File: src/rtl/aeq_pkg.sv
package aeq_pkg;
    localparam int TYPE_W = 3;
    localparam int INFO_W = 8;
    localparam int LOG_W  = 8;
    localparam int NTYPES = 1 << TYPE_W;

    typedef struct packed {
        logic [TYPE_W-1:0] etype;
        logic [INFO_W-1:0] info;
        logic [LOG_W-1:0]  logid;
    } aeq_entry_t;

    function automatic logic [31:0] pack_result(aeq_entry_t e);
        logic [31:0] r;
        r = '0;
        r[TYPE_W-1:0]  = e.etype;
        r[15:8]        = e.info;
        r[23:16]       = e.logid;
        return r;
    endfunction
endpackage

File: src/rtl/aeq_fifo.sv
module aeq_fifo
    import aeq_pkg::*;
#(
    parameter int DEPTH = 8
) (
    input  logic       clk,
    input  logic       rst_n,
    input  logic       push,
    input  aeq_entry_t wdata,
    input  logic       pop,
    output aeq_entry_t rdata,
    output logic       empty,
    output logic       full
);
    localparam int PW = (DEPTH > 1) ? $clog2(DEPTH) : 1;
    localparam int CW = $clog2(DEPTH + 1);

    typedef struct packed {
        aeq_entry_t [DEPTH-1:0] mem;
        logic [PW-1:0]          wp;
        logic [PW-1:0]          rp;
        logic [CW-1:0]          cnt;
    } fifo_st_t;

    fifo_st_t st_q, st_d;

    always_comb begin
        st_d = st_q;
        if (push) begin
            st_d.mem[st_q.wp] = wdata;
            st_d.wp = (st_q.wp == PW'(DEPTH - 1)) ? '0 : st_q.wp + 1'b1;
        end
        if (pop) begin
            st_d.rp = (st_q.rp == PW'(DEPTH - 1)) ? '0 : st_q.rp + 1'b1;
        end
        st_d.cnt = st_q.cnt + CW'(push) - CW'(pop);
    end

    always_ff @(posedge clk) begin
        if (!rst_n) st_q <= '0;
        else        st_q <= st_d;
    end

    assign rdata = st_q.mem[st_q.rp];
    assign empty = (st_q.cnt == '0);
    assign full  = (st_q.cnt == CW'(DEPTH));


    no_overflow_chk: assert property (@(posedge clk) disable iff (!rst_n)
        push |-> (!full || pop));

    no_underflow_chk: assert property (@(posedge clk) disable iff (!rst_n)
        pop |-> !empty);
endmodule

File: src/rtl/aeq_slots.sv
module aeq_slots #(
    parameter int MAX_SLOTS = 4,
    localparam int SW = $clog2(MAX_SLOTS + 1)
) (
    input  logic          clk,
    input  logic          rst_n,
    input  logic          post,
    input  logic          take,
    output logic [SW-1:0] count
);
    typedef struct packed {
        logic [SW-1:0] cnt;
    } slot_st_t;

    slot_st_t st_q, st_d;
    logic post_ok;

    always_comb begin
        st_d    = st_q;
        post_ok = post && (st_q.cnt != SW'(MAX_SLOTS));
        st_d.cnt = st_q.cnt + SW'(post_ok) - SW'(take);
    end

    always_ff @(posedge clk) begin
        if (!rst_n) st_q <= '0;
        else        st_q <= st_d;
    end

    assign count = st_q.cnt;


    slot_ceiling_chk: assert property (@(posedge clk) disable iff (!rst_n)
        count <= SW'(MAX_SLOTS));

    slot_take_chk: assert property (@(posedge clk) disable iff (!rst_n)
        (take && !post) |=> (count == $past(count) - 1'b1));
endmodule

File: src/rtl/aeq_mask.sv
module aeq_mask
    import aeq_pkg::*;
(
    input  logic              clk,
    input  logic              rst_n,
    input  logic              set_en,
    input  logic [TYPE_W-1:0] set_type,
    input  logic [LOG_W-1:0]  set_log,
    input  logic              rd_en,
    input  logic [LOG_W-1:0]  rd_log,
    input  logic              rd_keep,
    output logic [NTYPES-1:0] clr_vec,
    output logic [NTYPES-1:0] mask
);
    typedef struct packed {
        logic [NTYPES-1:0]            bits;
        logic [NTYPES-1:0][LOG_W-1:0] log_of;
    } mask_st_t;

    mask_st_t st_q, st_d;
    logic [NTYPES-1:0] set_vec;

    for (genvar t = 0; t < NTYPES; t++) begin : g_clr
        assign clr_vec[t] = rd_en && !rd_keep && st_q.bits[t]
                            && (st_q.log_of[t] == rd_log);
        assign set_vec[t] = set_en && (set_type == TYPE_W'(t));
    end

    always_comb begin
        st_d = st_q;
        st_d.bits = (st_q.bits & ~clr_vec) | set_vec;
        if (set_en) st_d.log_of[set_type] = set_log;
    end

    always_ff @(posedge clk) begin
        if (!rst_n) st_q <= '0;
        else        st_q <= st_d;
    end

    assign mask = st_q.bits;


    set_sticks_chk: assert property (@(posedge clk) disable iff (!rst_n)
        set_en |=> mask[$past(set_type)]);

    keep_holds_chk: assert property (@(posedge clk) disable iff (!rst_n)
        (rd_en && rd_keep && !set_en) |=> (mask == $past(mask)));
endmodule

File: src/rtl/aeq_top.sv
module aeq_top
    import aeq_pkg::*;
#(
    parameter int MAX_SLOTS = 4,
    parameter int ERR_TYPE  = 0,
    localparam int SW = $clog2(MAX_SLOTS + 1)
) (
    input  logic              clk,
    input  logic              rst_n,
    input  logic              ev_valid,
    input  logic [TYPE_W-1:0] ev_type,
    input  logic [INFO_W-1:0] ev_info,
    input  logic [LOG_W-1:0]  ev_log,
    input  logic              req_post,
    input  logic              rd_valid,
    input  logic [LOG_W-1:0]  rd_log,
    input  logic              rd_keep,
    output logic              dlv_valid,
    output logic [31:0]       dlv_result,
    output logic [NTYPES-1:0] type_mask,
    output logic [SW-1:0]     open_slots
);
    typedef struct packed {
        logic        valid;
        logic [31:0] result;
    } dlv_st_t;

    dlv_st_t dlv_q, dlv_d;

    logic [NTYPES-1:0] clr_vec;
    logic [NTYPES-1:0] eff_mask;
    logic              accept, pop, empty, full;
    aeq_entry_t        head, wentry;

    always_comb begin
        eff_mask = type_mask & ~clr_vec;
        accept   = ev_valid && !eff_mask[ev_type] && !full
                   && !((ev_type == TYPE_W'(ERR_TYPE)) && (open_slots == '0));
        wentry   = '{etype: ev_type, info: ev_info, logid: ev_log};
        pop      = !empty && (open_slots != '0);
        dlv_d.valid  = pop;
        dlv_d.result = pop ? pack_result(head) : '0;
    end

    always_ff @(posedge clk) begin
        if (!rst_n) dlv_q <= '0;
        else        dlv_q <= dlv_d;
    end

    aeq_mask u_mask (
        .clk(clk), .rst_n(rst_n),
        .set_en(accept), .set_type(ev_type), .set_log(ev_log),
        .rd_en(rd_valid), .rd_log(rd_log), .rd_keep(rd_keep),
        .clr_vec(clr_vec), .mask(type_mask)
    );

    aeq_fifo #(.DEPTH(NTYPES)) u_fifo (
        .clk(clk), .rst_n(rst_n),
        .push(accept), .wdata(wentry),
        .pop(pop), .rdata(head), .empty(empty), .full(full)
    );

    aeq_slots #(.MAX_SLOTS(MAX_SLOTS)) u_slots (
        .clk(clk), .rst_n(rst_n),
        .post(req_post), .take(pop), .count(open_slots)
    );

    assign dlv_valid  = dlv_q.valid;
    assign dlv_result = dlv_q.result;


    pop_delivers_chk: assert property (@(posedge clk) disable iff (!rst_n)
        pop |=> dlv_valid);

    err_gate_chk: assert property (@(posedge clk) disable iff (!rst_n)
        (ev_valid && ev_type == TYPE_W'(ERR_TYPE) && open_slots == '0
         && !type_mask[ERR_TYPE]) |=> !type_mask[ERR_TYPE]);
endmodule

File: config.mk
export PLATFORM = sky130hd
export DESIGN_NAME = aeq_top
export DESIGN_NICKNAME = d
export VERILOG_FILES = /design/src/rtl/aeq_pkg.sv /design/src/rtl/aeq_fifo.sv /design/src/rtl/aeq_slots.sv /design/src/rtl/aeq_mask.sv /design/src/rtl/aeq_top.sv
export SDC_FILE = /design/constraint.sdc
export NUM_CORES = 1
export LEC_CHECK = 0
export ABC_AREA = 1
export CORE_MARGIN = 3
export CORE_UTILIZATION = 54
export CTS_CLUSTER_DIAMETER = 120
export CTS_CLUSTER_SIZE = 40
export DETAILED_ROUTE_END_ITERATION = 8
export GPL_TIMING_DRIVEN = 1
export HOLD_SLACK_MARGIN = 0.12
export PLACE_DENSITY = 0.79
export SLEW_MARGIN = 20
export SYNTH_ARGS = -nofsm -noshare
export SYNTH_HDL_FRONTEND = slang
export SYNTH_SLANG_ARGS = --single-unit
export TNS_END_PERCENT = 50
File: constraint.sdc
create_clock -name clk -period 3.1 [get_ports clk]
set_input_delay 0.93 -clock clk [delete_from_list [all_inputs] [get_ports clk]]
set_output_delay 0.93 -clock clk [all_outputs]
set_load 0.005 [all_outputs]
==> qor.txt, run 1 <==
Post-DP HPWL: 22.56 mm
Most frequent cells in the layout: nor2_1, nand2_1, dfxtp_1
Routed len/inst: 16.92 um
Power Total: 9.386 mW
Antenna diode count: 0
Main combinational cell family by area after synthesis: simple AND/OR/NAND/NOR gates
CP Launch Point: rd_log[4]
Worst skew pair latency: 0.50 ns
Die ar.: 0.02550 mm2
Global route overflow: 0
HP Class: reg2reg
Routability cong.: 0.9031
Tightest Pin Transition: 1.176 ns
Initial drt markers: 1484
Die Y: 159.7 um
CP max stage delay: 0.51 ns
First-pass GRT wire length: 59.71 mm
R2r endpoint: u_slots.count[2]$_SDFF_PN0_
Yosys reg bits: 257
Skew final: 0.03316 ns
Met3 Wirelength: 3.216 mm
CTS tree: done
Simple-Gate Fraction of Synth Area: 37.84%
CP endpoint kind: flip-flop
Worst path bufs/invs: 5
Synth top area share: 40.33%
FF-to-FF path depth: 12
Minimum clock period: 2.968 ns
Vias in the first global route: 11.49k
Met2 WL: 17.47 mm
Slew Viols, Final: 0
RR Startpoint: u_slots.count[1]$_SDFF_PN0_
Pwr dens: 656.6 mW/mm2
Top delay family on crit path: buffers and inverters
# DRC: 0
Core ar.: 0.02292 mm2
Clock transition at path regs: 0.15 ns
Htree depth: 1
Post-Syn Instances: 1887
CTS Buf Count: 10
Cell Rows: 55
Vias per cell: 5.736
Post-Syn Area: 0.01276 mm2
Wire length on met1: 15.60 mm
Data required time of the critical path: 3.50 ns
Share of layout cells above drive strength 1: 7.256%
GRT Overall Usage: 27.92%
Largest cells by area after synthesis: dfxtp_1, nor2_1, nand4_1
Syn. warnings: 0
Post-synthesis sequential area ratio: 40.33%
Maximum VDD drop: 1.166 mV
Slew headroom: 21.62%
Outcome: complete, no violations
Post-Layout Cell Count: 2201
Count of input and output buffers: 63
Count of cell types in the netlist: 34
CP max stage cell: clkdlybuf4s50_1
Clock root cell: clkbuf_16
Routed via count: 12.63k
Post-Synth XOR/XNOR Area: 1.373%
Mux cell area share after synthesis: 0%
RSZ-0062 raised after global routing: no
Synth area leader: dfxtp_1
Leakage power: 5.753 nW
Setup crit end: u_fifo.st_q[1]$_SDFF_PN0_
Nets: 1933
Hold path depth: 2
Synthesized area per cell: 6.761 um2
Die X: 159.7 um
Crit path DAT: 3.37 ns
Period utilisation layout: 95.75%
Pre-antenna DRT Iters: 6
Largest net degree at the start of global routing: 219
Max-cap violations: 0
Sink Count: 257
Crit Path Class: in2reg
Most common cell after layout, fill and taps aside: nor2_1
Post-Synth Adder-Cell Area: 1.491%
Clock Tree Buf Depth: 3
Final hold viol count: 0
IO Pins: 77
Crit-path max FO: 8
Setup TNS: 0 ns
Crit start category: input pin
Initial antenna violation count: 0
Compound-Gate Fraction of Synth Area: 9.582%
Placed insts: 2187
ANT nets after route: 0
# setup viols final: 0
Stages on worst setup path: 16
Routed wire length: 37.24 mm
Peak Freq: 0.3369 GHz
Fin util: 62.38%
Top Metal Used: met4
Area grow syn2layout: 12.04%
R2r setup slk: 0.53 ns
CP Cell Sequence: clkdlybuf4s50_1 > buf_12 > buf_4 > xnor2_1 > nand2_1 > nor2_1 > nand2_1 > nand3_1 > nand2_2 > o21ai_4 > nand3_2 > inv_4 > ha_4 > inv_1 > fa_2 > nor2_1
Initial Util: 55.67%
[cells by family (layout without fill, tap and decap cells)]
logic type,count (synthesis),in the layout
AND/OR/NAND/NOR,1093,1093
buffers and inverters,273,262
flip-flops,257,257
AO/OA/AOI/OAI,229,229
XOR/XNOR,20,20
adder cells (fa/ha/maj),14,14
other,1,13
[per-stage QoR]
step | setup slack [ns] | cell area (um2) | hold WS [ns]
6_report | 0.1318 | 14290 | 0.4723
5_1_grt | 0.004340 | 14290 | 0.4939
4_1_cts | 0.06180 | 14280 | 0.4735
3_5_place_dp | -0.4590 | 13960 | 0.4535
3_3_place_gp | -0.4067 | 13960 | 0.4439
2_1_floorplan | 0.0003222 | 12900 | 0.4355
[routing by layer]
layer  up-vias  track usage [%]
met5         -                0
met4         0            8.595
met3        79            3.632
met2       610            46.17
met1      5798            38.18
li1       6138                -
[worst min path at each step]
stage                                       from                           end
floorplan           u_mask.st_q[26]$_SDFFE_PN0P_  u_mask.st_q[26]$_SDFFE_PN0P_
CTS                 u_mask.st_q[12]$_SDFFE_PN0P_  u_mask.st_q[12]$_SDFFE_PN0P_
global route        u_mask.st_q[28]$_SDFFE_PN0P_  u_mask.st_q[28]$_SDFFE_PN0P_
global placement    u_mask.st_q[26]$_SDFFE_PN0P_  u_mask.st_q[26]$_SDFFE_PN0P_
finish              u_mask.st_q[12]$_SDFFE_PN0P_  u_mask.st_q[12]$_SDFFE_PN0P_
detailed placement  u_mask.st_q[12]$_SDFFE_PN0P_  u_mask.st_q[12]$_SDFFE_PN0P_
[flip-flops by register name, indices dropped and copies added (netlist names)]
signal	cells
dlv_result	19
dlv_valid	1
u_mask.st_q	64
u_mask.mask	8
u_fifo.st_q	162
u_slots.count	3
[Yosys cell counts (all sizes together)]
cell type / count
o21ai: 133
fa: 2
xnor2: 18
nand4: 193
nor3: 9
nor2: 548
o22ai: 21
conb: 1
a21oi: 50
clkinv: 4
inv: 105
nand3: 35
dfxtp: 257
nand2: 297
xor2: 2
ha: 12
o211ai: 5
nand3b: 1
a31oi: 19
clkbuf: 94
a21boi: 1
or2: 10
buf: 70
[worst min-delay path, cell delays in order (launching register included)]
cell	delay, ns
dfxtp_1	0.35
inv_1	0.05
a21oi_1	0.05
[cell type report]
class | instances | area (um2)
fillers | 2026 | 8622
well taps | 313 | 391.6
inverters | 109 | 429.2
flip-flops and latches | 257 | 5146
repair buffers | 139 | 1473
multi-input cells | 1369 | 6540
clock inverters | 2 | 25.02
clock buffers | 12 | 289.0
[report_power, final]
part           total (mW)  switching (mW)  internal [mW]  leakage [nW]
logic                3.74            2.36           1.38          3.51
clock network        1.74            1.05          0.688         0.154
registers            3.90           0.210           3.69          2.09
[what timing repair did]
item | in CTS | in global routing
hold buffers | 0 | 0
endpoints found under the setup margin | 0 | 123
resized for setup | 0 | 7
buffers inserted | 0 | 0
No activity file was read; power rests on OpenSTA's default activity.
==> run 2, diff against run 1 <==
--- a/config.mk
+++ b/config.mk
@@ -7,5 +7,5 @@
 export LEC_CHECK = 0
 export ABC_AREA = 1
-export CORE_MARGIN = 3
+export CORE_MARGIN = 8
 export CORE_UTILIZATION = 54
 export CTS_CLUSTER_DIAMETER = 120
==> constraint.sdc (replaced) <==
create_clock -name clk -period 3.1 [get_ports clk]
set_input_delay 0.93 -clock clk [delete_from_list [all_inputs] [get_ports clk]]
set_output_delay 0.93 -clock clk [all_outputs]
set_load 0.05 [all_outputs]
==> run 2 against run 1 <==
Global-route usage is 2.7 points lower. Maximum frequency is 3.0% lower. Worst setup slack got worse by 0.091 ns. First-iteration DRC count is 10% higher. Cell count increased by 0.45%.
==> qor.txt, run 2 (synthesis gave the netlist of run 1 again) <==
Outcome: complete, no violations
HP Class: reg2reg
Area grow syn2layout: 14.25%
Fin util: 62.47% (+0.093 points)
Setup slack after layout: 0.04071 ns (-0.09106 ns)
CTS tree: done
Placed insts: 2185 (-0.091%)
R2r endpoint: u_slots.count[2]$_SDFF_PN0_
Clock transition at path regs: 0.15 ns (about the same)
Hold Crit Start: u_mask.st_q[18]$_SDFFE_PN0P_
Antenna diode count: 0 (unchanged)
GRT Overall Usage: 25.18% (-2.7 points)
Top reg by flops: u_fifo.st_q
Max-cap violations: 0 (unchanged)
Largest net degree at the start of global routing: 103 (-53%)
Count of input and output buffers: 63 (unchanged)
Setup WS pre-CTS: -0.4149 ns (+0.04411 ns)
CTS Buf Count: 10 (unchanged)
Clock root cell: clkbuf_16
Setup crit end: u_fifo.st_q[132]$_SDFFE_PN0P_
Data required time of the critical path: 3.52 ns (+0.02 ns)
Crit path DAT: 3.48 ns (+0.11 ns)
# DRC: 0 (unchanged)
Post-DP HPWL: 22.43 mm (-0.60%)
Core ar.: 0.02333 mm2 (+1.8%)
Die ar.: 0.02880 mm2 (+13%)
Worst skew pair latency: 0.51 ns (about the same)
Nets: 1939 (+0.31%)
Tightest Pin Transition: 0.9448 ns (-0.2309 ns)
Clock Tree Buf Depth: 3 (unchanged)
Skew final: 0.04419 ns (+0.01103 ns)
Most frequent cells in the layout: nor2_1, nand2_1, dfxtp_1
Routed len/inst: 17.60 um (+4.0%)
Share of layout cells above drive strength 1: 7.875% (+0.62 points)
Minimum clock period: 3.059 ns (+0.09106 ns)
R2r setup slk: 0.69 ns (+0.16 ns)
CTS hold repair buffers: 0 (unchanged)
Slew Viols, Final: 0 (unchanged)
Htree depth: 1 (unchanged)
Crit start category: input pin
CP endpoint kind: flip-flop
RR Startpoint: u_slots.count[1]$_SDFF_PN0_
CP Launch Point: rd_log[2]
Routed via count: 12.87k (+1.9%)
Initial Util: 54.68% (-0.99 points)
Routed wire length: 38.91 mm (+4.5%)
Initial drt markers: 1637 (+10%)
Die X: 169.7 um (+6.3%)
Vias per cell: 5.819 (+1.4%)
Die Y: 169.7 um (+6.3%)
Period utilisation layout: 98.69% (+2.9 points)
Final hold viol count: 0 (unchanged)
ANT nets after route: 0 (unchanged)
Cell Rows: 56 (+1.8%)
Max FFs per register: 162 (unchanged)
Peak Freq: 0.3269 GHz (-3.0%)
Sink Count: 257 (unchanged)
Crit Path Class: in2reg
Pre-antenna DRT Iters: 6 (unchanged)
# setup viols final: 0 (unchanged)
Crit-path max FO: 18 (+10)
Pwr dens: 685.7 mW/mm2 (+4.4%)
Initial antenna violation count: 1 (+1)
Vias in the first global route: 11.61k (+1.0%)
Worst Hold Slack: 0.4663 ns (-0.005975 ns)
Maximum VDD drop: 0.5623 mV (-52%)
Routability cong.: 0.8680 (-3.9%)
IO Pins: 77 (unchanged)
FF-to-FF path depth: 12 (unchanged)
Most common cell after layout, fill and taps aside: nor2_1
Global route overflow: 0 (unchanged)
Slew headroom: 37.02% (+15 points)
Leakage power: 5.873 nW (+2.1%)
First-pass GRT wire length: 59.84 mm (+0.21%)
Post-Layout Cell Count: 2211 (+0.45%)
==> run 2: changes by cell type in the layout (fill, tap and decap cells not counted), moves of 4 or more <==
| cell | delta |
|---|---|
| buf_4 | -4 |
| nor2_1 | -5 |
| buf_16 | +6 |
| clkbuf_16 | +9 |
| nor2_2 | +5 |
| buf_12 | -6 |
==> run 2: how the worst min path moves through the flow <==
stage                     cells past startpoint  slack, ns                            to
after floorplan                               2       0.44  u_mask.st_q[26]$_SDFFE_PN0P_
after global placement                        2       0.45  u_mask.st_q[26]$_SDFFE_PN0P_
after detailed placement                      2       0.45  u_mask.st_q[18]$_SDFFE_PN0P_
after CTS                                     2       0.47  u_mask.st_q[18]$_SDFFE_PN0P_
after global routing                          2       0.50  u_mask.st_q[18]$_SDFFE_PN0P_
final                                         2       0.47  u_mask.st_q[18]$_SDFFE_PN0P_
==> run 2: stage by stage <==
stage                     area (um2)  power (mW)  TNS [ns]
after floorplan                12900       6.778         0
after global placement         13860       7.884    -61.46
after detailed placement       13860       7.979    -66.69
after CTS                      14160       9.668         0
after global routing           14580       10.53   -0.3324
final                          14580       9.995         0
==> run 2: layout make-up <==
type,count,area [um2]
fillers,2092,8757
multi-input cells,1369,6571
flip-flops and latches,257,5146
repair buffers,145,1727
inverters,109,426.7
well taps,319,399.1
clock buffers,11,275.3
clock inverters,1,30.03
==> run 2: repair_timing <==
item,CTS,global route
gates resized for setup,0,23
endpoints found under the setup margin,0,195
buffers inserted,0,5
==> run 2: routing by layer <==
metal | track usage (%) | up-vias | wire, um
met2 | 42.90 | 692 | 18540
met3 | 4.117 | 102 | 3744
met4 | 9.119 | 2 | 1134
met1 | 31.60 | 5930 | 15470
li1 | - | 6139 | -
met5 | 0 | - | 17
==> run 2: report_power, final <==
part / total (mW) / switching, mW / internal, mW / leakage (nW)
Clock: 1.75 / 1.09 / 0.664 / 0.147
Sequential: 3.92 / 0.228 / 3.69 / 2.09
Combinational: 4.32 / 2.81 / 1.51 / 3.64
Total: 9.99 / 4.12 / 5.87 / 5.87
==> run 2: critical path, cell delays in order <==
cell             delay (ns)
clkdlybuf4s50_1        0.44
buf_12                 0.17
or2_1                  0.20
a21oi_1                0.14
nand3_1                0.14
nand3_1                0.10
nand2_1                0.08
buf_4                  0.14
nor2_2                 0.11
nor2_1                 0.09
nor2_4                 0.13
buf_12                 0.14
buf_12                 0.10
clkbuf_16              0.13
clkbuf_16              0.17
nand4_1                0.10
nand2_1                0.10
nor2_1                 0.05
